### src/rtl/sgrx_pkg.sv
package sgrx_pkg;
  localparam int LEN_W     = 23;
  localparam int APP_WORDS = 5;
  localparam int ST_CMPL   = 31;
  localparam int ST_SOF    = 27;
  localparam int ST_EOF    = 26;

  typedef enum logic [1:0] {S_WAIT, S_RD, S_XFER, S_WB} rx_state_t;

  // status word written back for a finished descriptor
  function automatic logic [31:0] pack_status(input logic [LEN_W-1:0] nbytes,
                                              input logic sof, input logic eof);
    logic [31:0] w;
    w = 32'(nbytes);
    w[ST_CMPL] = 1'b1;
    w[ST_SOF]  = sof;
    w[ST_EOF]  = eof;
    return w;
  endfunction

  // descriptor closes when frame ends or capacity is reached
  function automatic logic desc_closes(input logic [LEN_W-1:0] cnt_next,
                                       input logic [LEN_W-1:0] cap,
                                       input logic last);
    return last || (cnt_next == cap);
  endfunction
endpackage

### src/rtl/sgrx_app_capture.sv
module sgrx_app_capture #(
  parameter int WORDS = 5
) (
  input  logic                  clk,
  input  logic                  rst_n,
  input  logic                  app_valid,
  input  logic                  app_last,
  input  logic [31:0]           app_data,
  output logic [WORDS*32-1:0]   app_words,
  output logic                  app_err
);
  localparam int CW = $clog2(WORDS + 1);
  localparam logic [CW-1:0] FULL = CW'(WORDS);

  logic [CW-1:0] cnt_q;

  always_ff @(posedge clk) begin
    if (!rst_n) begin
      cnt_q   <= '0;
      app_err <= 1'b0;
    end else begin
      app_err <= 1'b0;
      if (app_valid) begin
        if (app_last) begin
          cnt_q   <= '0;
          app_err <= (cnt_q != FULL - 1'b1);
        end else if (cnt_q != FULL) begin
          cnt_q <= cnt_q + 1'b1;
        end
      end
    end
  end

  for (genvar k = 0; k < WORDS; k++) begin : g_word
    always_ff @(posedge clk) begin
      if (!rst_n) app_words[k*32 +: 32] <= '0;
      else if (app_valid && cnt_q == CW'(k)) app_words[k*32 +: 32] <= app_data;
    end
  end


  app_err_src_chk: assert property (@(posedge clk) disable iff (!rst_n)
    app_err |-> $past(app_valid && app_last));
endmodule

### src/rtl/sgrx_chan_state.sv
module sgrx_chan_state #(
  parameter int AW = 8
) (
  input  logic          clk,
  input  logic          rst_n,
  input  logic          run,
  input  logic          cur_wr,
  input  logic          tail_wr,
  input  logic [AW-1:0] ptr_wdata,
  input  logic          adv,
  input  logic [AW-1:0] next_ptr,
  input  logic          stale,
  output logic [AW-1:0] cur_ptr,
  output logic          halted,
  output logic          idle
);
  logic          run_q;
  logic [AW-1:0] tail_q;
  logic          run_rise;
  logic          at_tail;

  assign run_rise = run && !run_q;
  assign at_tail  = (cur_ptr == tail_q);

  always_ff @(posedge clk) begin
    if (!rst_n) begin
      run_q   <= 1'b0;
      cur_ptr <= '0;
      tail_q  <= '0;
      halted  <= 1'b1;
      idle    <= 1'b0;
    end else begin
      run_q <= run;
      if (stale) halted <= 1'b1;
      if (adv) begin
        cur_ptr <= next_ptr;
        if (at_tail) idle <= 1'b1;
      end
      if (cur_wr) cur_ptr <= ptr_wdata;
      if (tail_wr) begin
        tail_q <= ptr_wdata;
        idle   <= 1'b0;
      end
      if (run_rise) begin
        halted <= 1'b0;
        idle   <= 1'b0;
      end
    end
  end


  r9_idle_cause_chk: assert property (@(posedge clk) disable iff (!rst_n)
    $rose(idle) |-> $past(adv));

  r11_run_clear_chk: assert property (@(posedge clk) disable iff (!rst_n)
    $fell(halted) |-> $past(run_rise));
endmodule

### src/rtl/sg_rx_engine.sv
module sg_rx_engine
  import sgrx_pkg::*;
#(
  parameter int AW = 8,
  parameter int BW = 16
) (
  input  logic                   clk,
  input  logic                   rst_n,
  input  logic                   run,
  input  logic                   cur_wr,
  input  logic                   tail_wr,
  input  logic [AW-1:0]          ptr_wdata,
  output logic [AW-1:0]          cur_ptr,
  output logic                   halted,
  output logic                   idle,
  output logic                   desc_rd_en,
  output logic [AW-1:0]          desc_rd_addr,
  input  logic [AW-1:0]          desc_rd_next,
  input  logic [BW-1:0]          desc_rd_buf,
  input  logic [22:0]            desc_rd_len,
  input  logic                   desc_rd_done,
  input  logic [7:0]             s_data,
  input  logic                   s_valid,
  input  logic                   s_last,
  output logic                   s_ready,
  input  logic [31:0]            app_data,
  input  logic                   app_valid,
  input  logic                   app_last,
  output logic                   app_err,
  output logic                   mem_wr_en,
  output logic [BW-1:0]          mem_wr_addr,
  output logic [7:0]             mem_wr_data,
  output logic                   wb_valid,
  output logic [AW-1:0]          wb_addr,
  output logic [31:0]            wb_status,
  output logic                   wb_app_valid,
  output logic [APP_WORDS*32-1:0] wb_app
);
  rx_state_t         state_q;
  logic [AW-1:0]     next_q;
  logic [BW-1:0]     buf_q;
  logic [LEN_W-1:0]  len_q, cnt_q, cnt_nxt;
  logic              eof_q, sof_q;
  logic              active, take, stale, adv, closes;
  logic [APP_WORDS*32-1:0] app_words;

  assign active  = run && !halted && !idle;
  assign stale   = (state_q == S_RD) && desc_rd_done;
  assign cnt_nxt = cnt_q + 1'b1;
  assign s_ready = (state_q == S_XFER) && active && (cnt_q != len_q);
  assign take    = s_valid && s_ready;
  assign closes  = desc_closes(cnt_nxt, len_q, s_last);
  assign adv     = (state_q == S_WB);

  assign desc_rd_en   = (state_q == S_WAIT) && active;
  assign desc_rd_addr = cur_ptr;

  assign mem_wr_en    = take;
  assign mem_wr_addr  = buf_q + BW'(cnt_q);
  assign mem_wr_data  = s_data;

  assign wb_valid     = adv;
  assign wb_addr      = cur_ptr;
  assign wb_status    = pack_status(cnt_q, sof_q, eof_q);
  assign wb_app_valid = adv && eof_q;
  assign wb_app       = wb_app_valid ? app_words : '0;

  sgrx_app_capture #(.WORDS(APP_WORDS)) app_i (
    .clk(clk), .rst_n(rst_n), .app_valid(app_valid), .app_last(app_last),
    .app_data(app_data), .app_words(app_words), .app_err(app_err)
  );

  sgrx_chan_state #(.AW(AW)) chan_i (
    .clk(clk), .rst_n(rst_n), .run(run), .cur_wr(cur_wr), .tail_wr(tail_wr),
    .ptr_wdata(ptr_wdata), .adv(adv), .next_ptr(next_q), .stale(stale),
    .cur_ptr(cur_ptr), .halted(halted), .idle(idle)
  );

  always_ff @(posedge clk) begin
    if (!rst_n) begin
      state_q <= S_WAIT;
      next_q  <= '0;
      buf_q   <= '0;
      len_q   <= '0;
      cnt_q   <= '0;
      eof_q   <= 1'b0;
      sof_q   <= 1'b1;
    end else begin
      case (state_q)
        S_WAIT: if (active) state_q <= S_RD;
        S_RD: begin
          if (desc_rd_done) begin
            state_q <= S_WAIT;
          end else begin
            next_q  <= desc_rd_next;
            buf_q   <= desc_rd_buf;
            len_q   <= desc_rd_len;
            cnt_q   <= '0;
            eof_q   <= 1'b0;
            state_q <= S_XFER;
          end
        end
        S_XFER: begin
          if (len_q == '0) begin
            state_q <= S_WB;
          end else if (take) begin
            cnt_q <= cnt_nxt;
            if (closes) begin
              eof_q   <= s_last;
              state_q <= S_WB;
            end
          end
        end
        default: begin
          sof_q   <= eof_q;
          state_q <= S_WAIT;
        end
      endcase
    end
  end


  r2_ready_gate_chk: assert property (@(posedge clk) disable iff (!rst_n)
    s_ready |-> (run && !halted && !idle));

  r8_wb_cmpl_chk: assert property (@(posedge clk) disable iff (!rst_n)
    wb_valid |-> wb_status[ST_CMPL]);

  r8_ptr_adv_chk: assert property (@(posedge clk) disable iff (!rst_n)
    (wb_valid && !cur_wr) |=> (cur_ptr == $past(next_q)));

  r4_len_bound_chk: assert property (@(posedge clk) disable iff (!rst_n)
    mem_wr_en |-> (cnt_q < len_q));

  r6_app_flag_chk: assert property (@(posedge clk) disable iff (!rst_n)
    wb_valid |-> (wb_app_valid == wb_status[ST_EOF]));

  r3_stale_halt_chk: assert property (@(posedge clk) disable iff (!rst_n)
    stale |=> (halted && !wb_valid && !mem_wr_en));
endmodule

### config.mk
export PLATFORM = sky130hd
export DESIGN_NAME = sg_rx_engine
export DESIGN_NICKNAME = d
export VERILOG_FILES = /design/src/rtl/sgrx_pkg.sv /design/src/rtl/sgrx_app_capture.sv /design/src/rtl/sgrx_chan_state.sv /design/src/rtl/sg_rx_engine.sv
export SDC_FILE = /design/constraint.sdc
export NUM_CORES = 1
export LEC_CHECK = 0
export BUFFER_PORTS_ARGS = -buffer_cell sky130_fd_sc_hd__buf_4
export CORE_MARGIN = 3
export CORE_UTILIZATION = 28
export CTS_CLUSTER_DIAMETER = 80
export DETAILED_ROUTE_END_ITERATION = 16
export GPL_ROUTABILITY_DRIVEN = 0
export PLACE_DENSITY = 0.48
export SETUP_SLACK_MARGIN = 0.02
export SYNTH_ARGS = -nofsm -noshare
export SYNTH_HDL_FRONTEND = slang
export SYNTH_SLANG_ARGS = --single-unit
export TNS_END_PERCENT = 50
### constraint.sdc
create_clock -name clk -period 4.1 [get_ports clk]
set_input_delay 0.205 -clock clk [delete_from_list [all_inputs] [get_ports clk]]
set_output_delay 0.205 -clock clk [all_outputs]
set_load 0.05 [all_outputs]
# Word-level counts from Yosys, hierarchy flattened
# Index checks and enable logic that the tools add are counted.
# word_totals
regBits	257
in_bits	105
# classes
add_sub_neg	3
n_eq_ne	19
mux	22
n_bitwise	2
reduce_logical	34
# op_table
operator	n
two-way mux 160 bit	1
two-way mux 23 bit	3
one-hot mux 23 bit (2 select lines)	1
adder 23 x 1 -> 23 bit, second input constant	1
== test 23 bit	1
zero test 23 bit	1
!= test 23 bit	1
adder 16 bit	1
two-way mux 8 bit	2
logical AND 1 bit	14
two-way mux 2 bit	5
!= test 2 bit, second input constant	5
== test 8 bit	1
nonzero test 2 bit	4
== test 3 x 2 -> 1 bit, second input constant	2
two-way mux 1 bit	6
two-way mux 3 bit	2
!= test 3 x 2 -> 1 bit, second input constant	2
!= test 3 bit, second input constant	2
one-hot mux 2 bit (3 select lines)	1
AND reduction 2 bit	3
AND reduction 3 bit	2
OR reduction 3 bit	2
AND reduction 5 bit	1
12 further kinds	16

# Logic depth before layout (Yosys ltp)
# Gate-level depths: netlist of run 1.
# depth
word_depth	9
ltp_mapped	11
depth_no_buf	11

# By module
# From an unflattened synthesis of run 1, not the netlist that was laid out.
# hier_totals
cells_unflattened	1650
area_unflattened_um2	13242.7
# modules_own_cells
module	instances	cells_per_inst	area_each_um2	seq_area_each_um2
sgrx_app_capture	1	732	6247.2	3283.1
sg_rx_engine	1	829	6117.1	1481.4
sgrx_chan_state	1	89	878.3	380.4

# Least setup slack after synthesis of run 1
# No wires, ideal clock.
# synth_path
kind	reg-to-output
start	register cnt_q[1]
end	output mem_wr_addr[14]
arrival_ns	4.252
setup_slack_ns	-0.357
path_stages_with_launch	11
path_buffers	1
cell_sequence	dfxtp_1 -> buf_4 -> inv_1 -> fa_1 -> nor2b_1 -> o21ai_0 -> a21boi_0 -> o21ai_0 -> a211oi_1 -> o31ai_1 -> o311ai_0
# synth_between
elab_chain_cells	1
# synth_rtl
item	line_no	rtl
start: declaration	sg_rx_engine.sv:42	logic [LEN_W-1:0] len_q, cnt_q, cnt_nxt;
start signal: assignment	sg_rx_engine.sv:107	cnt_q <= cnt_nxt;
adder 16 bit	sg_rx_engine.sv:59	assign mem_wr_addr = buf_q + BW'(cnt_q);
end: declaration	sg_rx_engine.sv:31	output logic [BW-1:0] mem_wr_addr,
# No other way between the ends.

# Final worst setup path of run 1
# layout_path
start	register cnt_q[0]
end	output mem_wr_addr[14]
# The elaborated chain is that of the path after synthesis.

==> results of run 1 <==
[worst max-delay path: cells and delay by family (launching register included)]
| kind | cells | cell delay, ns |
|---|---|---|
| compound gates | 6 | 1.54 |
| fa+ha+maj | 2 | 0.43 |
| buf+inv | 3 | 0.50 |
| flops | 1 | 0.31 |
| simple gates | 2 | 0.21 |
[flip-flops by register name, summed over array words and instances (netlist names)]
name / flops
chan_i.run_q: 1
buf_q: 16
app_i.app_err: 1
sof_q: 1
app_i.cnt_q: 3
app_i.app_words: 160
chan_i.cur_ptr: 8
chan_i.idle: 1
chan_i.halted: 1
state_q: 2
len_q: 23
eof_q: 1
cnt_q: 23
next_q: 8
chan_i.tail_q: 8
[synth_stat cells, drive strengths merged, types with 2 or more instances]
cell type	n	share of area, %
nand3	18	0.80
ha	27	2.7
conb	2	0.060
nand4	20	1.1
a31oi	6	0.30
and4	4	0.28
and3	166	8.3
nor4	16	0.85
nand2b	2	0.099
nor3	19	0.76
nand2	451	13
o31ai	4	0.24
and2	10	0.50
a2bb2oi	2	0.14
buf	49	2.6
inv	19	0.57
xor2	22	1.5
or4	9	0.57
a21o	6	0.36
nor2b	7	0.35
o21ai	19	0.76
xnor2	46	3.2
a211o	4	0.28
a21oi	245	9.8
o22ai	2	0.099
dfxtp	257	41
a21boi	2	0.12
mux2i	18	1.4
o211ai	3	0.18
clkbuf	120	3.6
a211oi	5	0.30
nor2	66	2.0
or3	14	0.70
a2111oi	2	0.14
a221o	2	0.16
[final timing paths]
check | from | to | slack, ns | depth (start not counted)
max | cnt_q[0]$_SDFFE_PN0P_ | mem_wr_addr[14] | 0.31 | 13
max reg2reg | cnt_q[8]$_SDFFE_PN0P_ | state_q[0]$_SDFFE_PN0P_ | 0.57 | 8
min | s_valid | state_q[0]$_SDFFE_PN0P_ | 0.22 | 5
min reg2reg | app_i.app_words[77]$_SDFFE_PN0P_ | app_i.app_words[77]$_SDFFE_PN0P_ | 0.45 | 2
[per-layer routing]
layer	part of all wire (%)	vias up
li1	-	6258
met3	6.5	77
met4	2.8	2
met5	0.014	-
met1	44	6037
met2	47	338
[through the flow]
step,total power [µW],hold slack (ns)
floorplan,3480,0.327
global placement,3840,0.410
detailed placement,3850,0.410
CTS,6620,0.192
global route,6820,0.220
finish,6530,0.224
[power by group]
part / total, µW / switching [µW] / internal [µW] / leakage (µW)
sequential: 2700 / 95.3 / 2600 / 0.00208
clock: 2670 / 1120 / 1550 / 0.000483
combinational: 1170 / 738 / 429 / 0.00493
total: 6530 / 1960 / 4580 / 0.00750
[area by class of cell]
type,count,area share (%)
antenna,2,0.0290
clock buffer,50,5.42
clock inverter,4,0.261
inverter,19,0.442
multi-input combinational,1236,38.4
sequential,257,29.8
tap,592,4.29
timing repair buffer,452,21.3
[cell families (layout without fill, tap and decap cells)]
family / after synthesis / after routing / share of synthesized area (%)
AOI/OAI and AO/OA: 309 / 309 / 13.3
xor gates and xnor gates: 68 / 68 / 4.74
adders and majority gates: 28 / 28 / 2.85
buffers and inverters: 188 / 525 / 6.76
DFF: 257 / 257 / 40.9
muxes: 18 / 18 / 1.43
other: 2 / 9 / 0.0597
and+or+nand+nor: 806 / 806 / 29.9
==> metrics.yaml, run 1 <==
ys_seq_area_share_pct: 40.9
finalCriticalPeriod_ns: 3.79
cts_buffers: 30
p_leak_uw: 0.00750
vdd_drop_max_mv: 0.313
rows: 77
timing.final.ws_setup_ns: 0.310
hp-class: "in -> reg"
cp_cell_sequence: "buf_4, ha_1, inv_1, fa_1, nor2b_1, o21ai_0, a21boi_0, o21ai_0, a211oi_1, o31ai_1, nand3_1, o311ai_1, buf_4"
hold_viol: 0
instances_no_fill: 2612
synth_warnings: 0
drc: 0
crit_arrival_ns: 3.59
die_h_um: 218
layout_common_cells: "nand2_1 (449), buf_4 (347), dfxtp_1 (256), a21oi_1 (244), and3_1 (166)"
cpPeakStageDelay_ns: 0.58
synth_edf_count: 0
clkTransAtPathRegs_ns: 0.06
required_ns: 3.89
post-route-cell-area_mm2: 0.0173
core-area_mm2: 0.0443
final-setup-viol-count: 0
cts_tree: "done"
first_iter_violations: 809
grt.busiest_layer: "met2"
grt_use_met3_pct: 5.16
seqCellArea_mm2: 0.00515
drv_cap: 0
worst_pin_slew_ns: 1.11
synth.distinct_cells: 57
dominantRegCellSynth: "dfxtp_1"
start_util_pct: 28.4
ys_async_sr_fraction_pct: 0
dp_cells: 2454
dieArea_mm2: 0.0475
path_class: "reg -> out"
portBuffers: 329
htreeDepth: 1
clockBufferDepth: 3
placed_area_mm2: 0.0153
final_common_cell: "nand2_1"
slew_headroom_pct: 26.3
wire_per_inst_um: 18.5
antenna_found_initial: 3
clock.fmax_ghz: 0.264
clk_latency_ns: 0.59
postRouteAntennaNets: 0
clock_sinks: 257
final_util_pct: 39.0
power_density_mw_per_mm2: 378
endpoint_kind: "primary output"
dp_slack_ns: 0.655
netlist_area_mm2: 0.0126
postCtsSetupBuffers: 0
use_met1_pct: 25.1
cts_hold_buffers: 102
grt_pass1_wl_um: 73700
routed_via_density: 4.87
vias: 12700
startpoint_type: "register"
grt_pass1_vias: 12500
io_pins: 353
cts_root_buffer: "clkbuf_16"
area.growth.synth_to_final_pct: 37.3
fin_nets: 2129
rsz0062_at_grt: "false"
gr-total-overflow: 0
die_w_um: 218
post-route-period-util_pct: 92.4
finalMaxSlewViolations: 0
n_fill_cell: 4622
multi_input_area_mm2: 0.00664
worstPathMaxFanout: 10
syn-instance-count: 1676
skew_ns: 0.0145
cp_slowest_cell: "o31ai_1"
status: "completed"
cts_resized: 0
avgSynthCellArea_um2: 7.50
first_pass_iters: 5
grt_max_degree: 115
drive_gt1_share_pct: 20.5
synth_seq_cells: 257
finalWirelength_um: 48400
tns_ns: 0
track_usage_pct: 19.5
dp_hpwl_um: 31900
grt_util_met2_pct: 32.2
Power figures use the tool's default switching activity.
==> inputs of run 2 (changes only) <==
- MAX_ROUTING_LAYER: not set -> met4
- SKIP_LAST_GASP: not set -> 1
==> metrics.yaml, run 2 (same netlist as run 1, synthesis figures left out) <==
first_pass_iters: 5  # unchanged
hold_viol: 0  # unchanged
grt_pass1_wl_um: 73600  # about the same
postRouteAntennaNets: 0  # unchanged
post-route-period-util_pct: 92.5  # about the same
fin_nets: 2129  # unchanged
layout_common_cells: "nand2_1 (449), buf_4 (347), dfxtp_1 (256), a21oi_1 (244), and3_1 (166)"
hp-start: "s_valid"
largest-register: "app_i.app_words"
clock_sinks: 257  # unchanged
final_util_pct: 39.0  # about the same
vdd_drop_max_mv: 0.313  # about the same
wire_per_inst_um: 18.6  # +0.27%
worst_pin_slew_ns: 1.09  # -0.0169 ns
drive_gt1_share_pct: 20.5  # unchanged
wl_met3_um: 3100  # -2.1%
drc: 0  # unchanged
drv_cap: 0  # unchanged
dp_hpwl_um: 31900  # unchanged
wl_met2_um: 22800  # +1.1%
required_ns: 3.89  # about the same
vias: 12800  # +0.86%
cts_root_buffer: "clkbuf_16"
hold_depth: 5  # unchanged
cts_tree: "done"
worstSetupStartpoint: "cnt_q[0]$_SDFFE_PN0P_"
first_iter_violations: 793  # -2.0%
startpoint_type: "register"
topRoutingLayerUsed: "met4"
post-route-cell-area_mm2: 0.0173  # about the same
tns_ns: 0  # unchanged
final_common_cell: "nand2_1"
wl_met1_um: 21300  # about the same
crit_arrival_ns: 3.59  # about the same
finalWirelength_um: 48500  # +0.30%
routed_via_density: 4.91  # +0.82%
p_leak_uw: 0.00750  # unchanged
n_fill_cell: 4621  # -0.022%
cts_buffers: 30  # unchanged
timing.final.ws_setup_ns: 0.308  # -0.00191 ns
endpoint_kind: "primary output"
antenna_found_initial: 3  # unchanged
hp-class: "in -> reg"
power_density_mw_per_mm2: 378  # -0.12%
grt_pass1_vias: 12500  # unchanged
cts_resized: 0  # unchanged
clk_latency_ns: 0.58  # about the same
start_util_pct: 28.4  # unchanged
grt_max_degree: 115  # unchanged
clockBufferDepth: 3  # unchanged
htreeDepth: 1  # unchanged
worstPathMaxFanout: 10  # unchanged
portBuffers: 329  # unchanged
largest_reg_flops: 160  # unchanged
slew_headroom_pct: 27.4  # +1.1 points
finalMaxSlewViolations: 0  # unchanged
finalCriticalPeriod_ns: 3.79  # +0.00191 ns
r2r-start: "cnt_q[8]$_SDFFE_PN0P_"
dp_slack_ns: 0.655  # unchanged
die_h_um: 218  # unchanged
placed_area_mm2: 0.0153  # unchanged
path_class: "reg -> out"
area.growth.synth_to_final_pct: 37.4  # about the same
r2r_cells: 8  # unchanged
rsz0062_at_grt: "false"
rows: 77  # unchanged
status: "completed"
skew_ns: 0.0117  # -0.00279 ns
clock.fmax_ghz: 0.264  # about the same
gr-total-overflow: 0  # unchanged
track_usage_pct: 20.0  # +0.56 points
io_pins: 353  # unchanged
core-area_mm2: 0.0443  # unchanged
reg_top3: "app_i.app_words x160, cnt_q x23, len_q x23"
final-setup-viol-count: 0  # unchanged
die_w_um: 218  # unchanged
clkTransAtPathRegs_ns: 0.06  # about the same
dieArea_mm2: 0.0475  # unchanged
-- run 2: timing repair --
| item | 4_1_cts | 5_1_grt |
|---|---|---|
| hold buffers | 102 | 0 |
| buffers inserted | 0 | 0 |
| endpoints found under the hold margin | 230 | 0 |
-- run 2: area by class of cell --
| type | count | area, µm² | area share, % |
|---|---|---|---|
| clock inverters | 4 | 45.0 | 0.261 |
| repair buffers | 452 | 3690 | 21.3 |
| clock buffers | 50 | 936 | 5.42 |
| multi-input cells | 1236 | 6640 | 38.4 |
| well taps | 592 | 741 | 4.29 |
| inverters | 19 | 76.3 | 0.442 |
| flip-flops and latches | 257 | 5150 | 29.8 |
| diodes | 3 | 7.51 | 0.0435 |
-- run 2: metrics by stage --
| step | hold slack [ns] | power (µW) | cells |
|---|---|---|---|
| floorplan | 0.327 | 3480 | 1681 |
| global placement | 0.410 | 3840 | 2454 |
| detailed placement | 0.410 | 3850 | 2454 |
| CTS | 0.192 | 6620 | 2610 |
| global route | 0.220 | 6820 | 2613 |
| finish | 0.225 | 6520 | 2613 |
-- run 2: report_power, final --
| group | switching [µW] | internal, µW |
|---|---|---|
| Combinational | 741 | 430 |
| Sequential | 95.9 | 2600 |
| Clock | 1110 | 1550 |
| Total | 1950 | 4580 |
-- run 2: worst max-delay path: stages, from the launching register on --
cell      delay (ns)
dfxtp_1         0.33
buf_4           0.19
ha_1            0.19
inv_1           0.06
fa_1            0.41
nor2b_1         0.12
o21ai_0         0.10
a21boi_0        0.25
o21ai_0         0.18
a211oi_1        0.36
o31ai_1         0.23
o311ai_1        0.32
buf_4           0.25
-- run 2: worst paths after layout --
kind,end,slack (ns)
worst max-delay path,mem_wr_addr[14],0.31
worst min-delay path,state_q[0]$_SDFFE_PN0P_,0.22
worst max register to register,state_q[0]$_SDFFE_PN0P_,0.56
worst min register to register,app_i.app_words[77]$_SDFFE_PN0P_,0.45
-- run 2: layer usage --
metal  up-vias  track usage, %
met2       340            32.3
li1       6261               -
met3        82            4.89
met5         -               -
met4         0            5.35
met1      6138            25.2
==> inputs of run 3 (changes only) <==
- clock period: 4.1 -> 4.54 ns (I/O delays scaled with it)
==> metrics.yaml, run 3 (same netlist as run 1, synthesis figures left out) <==
status: "completed"
fin_nets: 2123  # -0.28%
vdd_drop_max_mv: 0.188  # -40%
postRouteAntennaNets: 0  # unchanged
dp_slack_ns: 0.847  # +0.192 ns
power_density_mw_per_mm2: 359  # -4.9%
grt_pass1_vias: 12400  # -1.4%
dieArea_mm2: 0.0475  # unchanged
finalCriticalPeriod_ns: 4.07
post-route-period-util_pct: 89.7
largest-register: "app_i.app_words"
first_iter_violations: 849  # +7.1%
path_class: "reg -> out"
grt_pass1_wl_um: 72800  # -1.1%
clockBufferDepth: 3  # unchanged
vias: 12700  # -0.73%
hold_depth: 4  # -1
drive_gt1_share_pct: 20.6  # +0.13 points
skew_ns: 0.0187  # +0.00692 ns
tns_ns: 0  # unchanged
layout_common_cells: "nand2_1 (450), buf_4 (342), dfxtp_1 (256), a21oi_1 (244), and3_1 (166)"
worstPathMaxFanout: 11  # +1
timing.final.ws_setup_ns: 0.467  # +0.160 ns
largest_reg_flops: 160  # unchanged
finalWirelength_um: 48100  # -0.90%
clock_sinks: 257  # unchanged
reg_top3: "app_i.app_words x160, cnt_q x23, len_q x23"
clkTransAtPathRegs_ns: 0.06  # about the same
r2r_cells: 9  # +1
area.growth.synth_to_final_pct: 37.8
crit_arrival_ns: 3.85  # +0.26 ns
cts_buffers: 34  # +13%
hold_viol: 0  # unchanged
endpoint_kind: "primary output"
gr-total-overflow: 0  # unchanged
final-setup-viol-count: 0  # unchanged
cts_tree: "done"
first_pass_iters: 5  # unchanged
cts_resized: 0  # unchanged
drv_cap: 0  # unchanged
core-area_mm2: 0.0443  # unchanged
worst_pin_slew_ns: 1.17  # +0.0770 ns
clk_latency_ns: 0.55  # -0.03 ns
required_ns: 4.31  # +0.42 ns
n_fill_cell: 4635  # +0.30%
r2r-start: "cnt_q[0]$_SDFFE_PN0P_"
finalMaxSlewViolations: 0  # unchanged
io_pins: 353  # unchanged
final_common_cell: "nand2_1"
wire_per_inst_um: 18.4  # -0.75%
grt_max_degree: 144  # +25%
clock.fmax_ghz: 0.246
antenna_found_initial: 2  # -1
hp-start: "app_valid"
r2r-end: "state_q[0]$_SDFFE_PN0P_"
slew_headroom_pct: 22.3  # -5.1 points
track_usage_pct: 20.0  # -0.070 points
rrSetupSlack_ns: 0.78  # +0.22 ns
drc: 0  # unchanged
die_h_um: 218  # unchanged
hp-class: "in -> reg"
holdWs_ns: 0.0646  # -0.160 ns
cts_root_buffer: "clkbuf_16"
start_util_pct: 28.4  # unchanged
min_to: "app_i.cnt_q[2]$_SDFFE_PN0P_"
rsz0062_at_grt: "false"
startpoint_type: "register"
routed_via_density: 4.88  # -0.57%
dp_hpwl_um: 32300  # +1.5%
htreeDepth: 2  # +1
portBuffers: 329  # unchanged
p_leak_uw: 0.00752  # +0.24%
rows: 77  # unchanged
die_w_um: 218  # unchanged
run 3: how the worst max path moves through the flow:
stage | slack [ns] | depth (start not counted) | to | start
after floorplan | 0.06 | 10 | mem_wr_addr[14] | cnt_q[1]$_SDFFE_PN0P_
after global placement | 0.95 | 9 | state_q[0]$_SDFFE_PN0P_ | cnt_q[1]$_SDFFE_PN0P_
after detailed placement | 0.85 | 9 | state_q[0]$_SDFFE_PN0P_ | cnt_q[0]$_SDFFE_PN0P_
after CTS | 0.46 | 11 | mem_wr_addr[14] | cnt_q[0]$_SDFFE_PN0P_
after global routing | 0.13 | 11 | mem_wr_addr[14] | cnt_q[0]$_SDFFE_PN0P_
final | 0.47 | 11 | mem_wr_addr[14] | cnt_q[0]$_SDFFE_PN0P_
run 3: stage by stage:
stage / util, % / std cells / total power, µW / cell area, µm²
after floorplan: - / 1681 / 3140 / 12600
after global placement: 34.3 / 2448 / 3460 / 15200
after detailed placement: 34.3 / 2448 / 3460 / 15200
after CTS: 39.1 / 2607 / 6330 / 17300
after global routing: 39.1 / 2609 / 6510 / 17300
final: 39.1 / 2609 / 6230 / 17300
run 3: power by group:
| group | switching (µW) | internal [µW] | total (µW) |
|---|---|---|---|
| clock | 1120 | 1630 | 2750 |
| sequential | 99.7 | 2350 | 2450 |
| combinational | 651 | 380 | 1030 |
run 3: final cells by class:
class / instances / area, µm² / area share [%]
Antenna cell: 2 / 5.00 / 0.0289
Clock buffer: 51 / 1010 / 5.85
Timing Repair Buffer: 442 / 3590 / 20.7
Tap cell: 592 / 741 / 4.27
Multi-Input combinational cell: 1236 / 6630 / 38.3
Clock inverter: 10 / 130 / 0.751
Sequential cell: 257 / 5150 / 29.7
Inverter: 19 / 76.3 / 0.440
run 3: repair_timing:
item / CTS / global route
hold buffers: 98 / 0
endpoints found under the hold margin: 229 / 0
buffers inserted: 0 / 0
run 3: worst max-delay path, stage by stage, from the launching register on:
cell and delay [ns]:
dfxtp_1 0.61, ha_1 0.25, inv_1 0.06, fa_1 0.41
nor2b_1 0.12, o21ai_0 0.10, a21boi_0 0.25, o21ai_0 0.20
a211oi_1 0.41, o31ai_1 0.24, o311ai_0 0.39, buf_4 0.27
run 3: routing by layer:
layer  vias up  share of wire [%]  routed length [µm]  track usage [%]
met3        80                6.5                3120             5.04
met2       348                 46               22200             31.3
li1       6254                  -                   -                -
met1      6046                 44               21200             24.9
met5         -                  0                   0                -
met4         0                3.3                1590             7.46
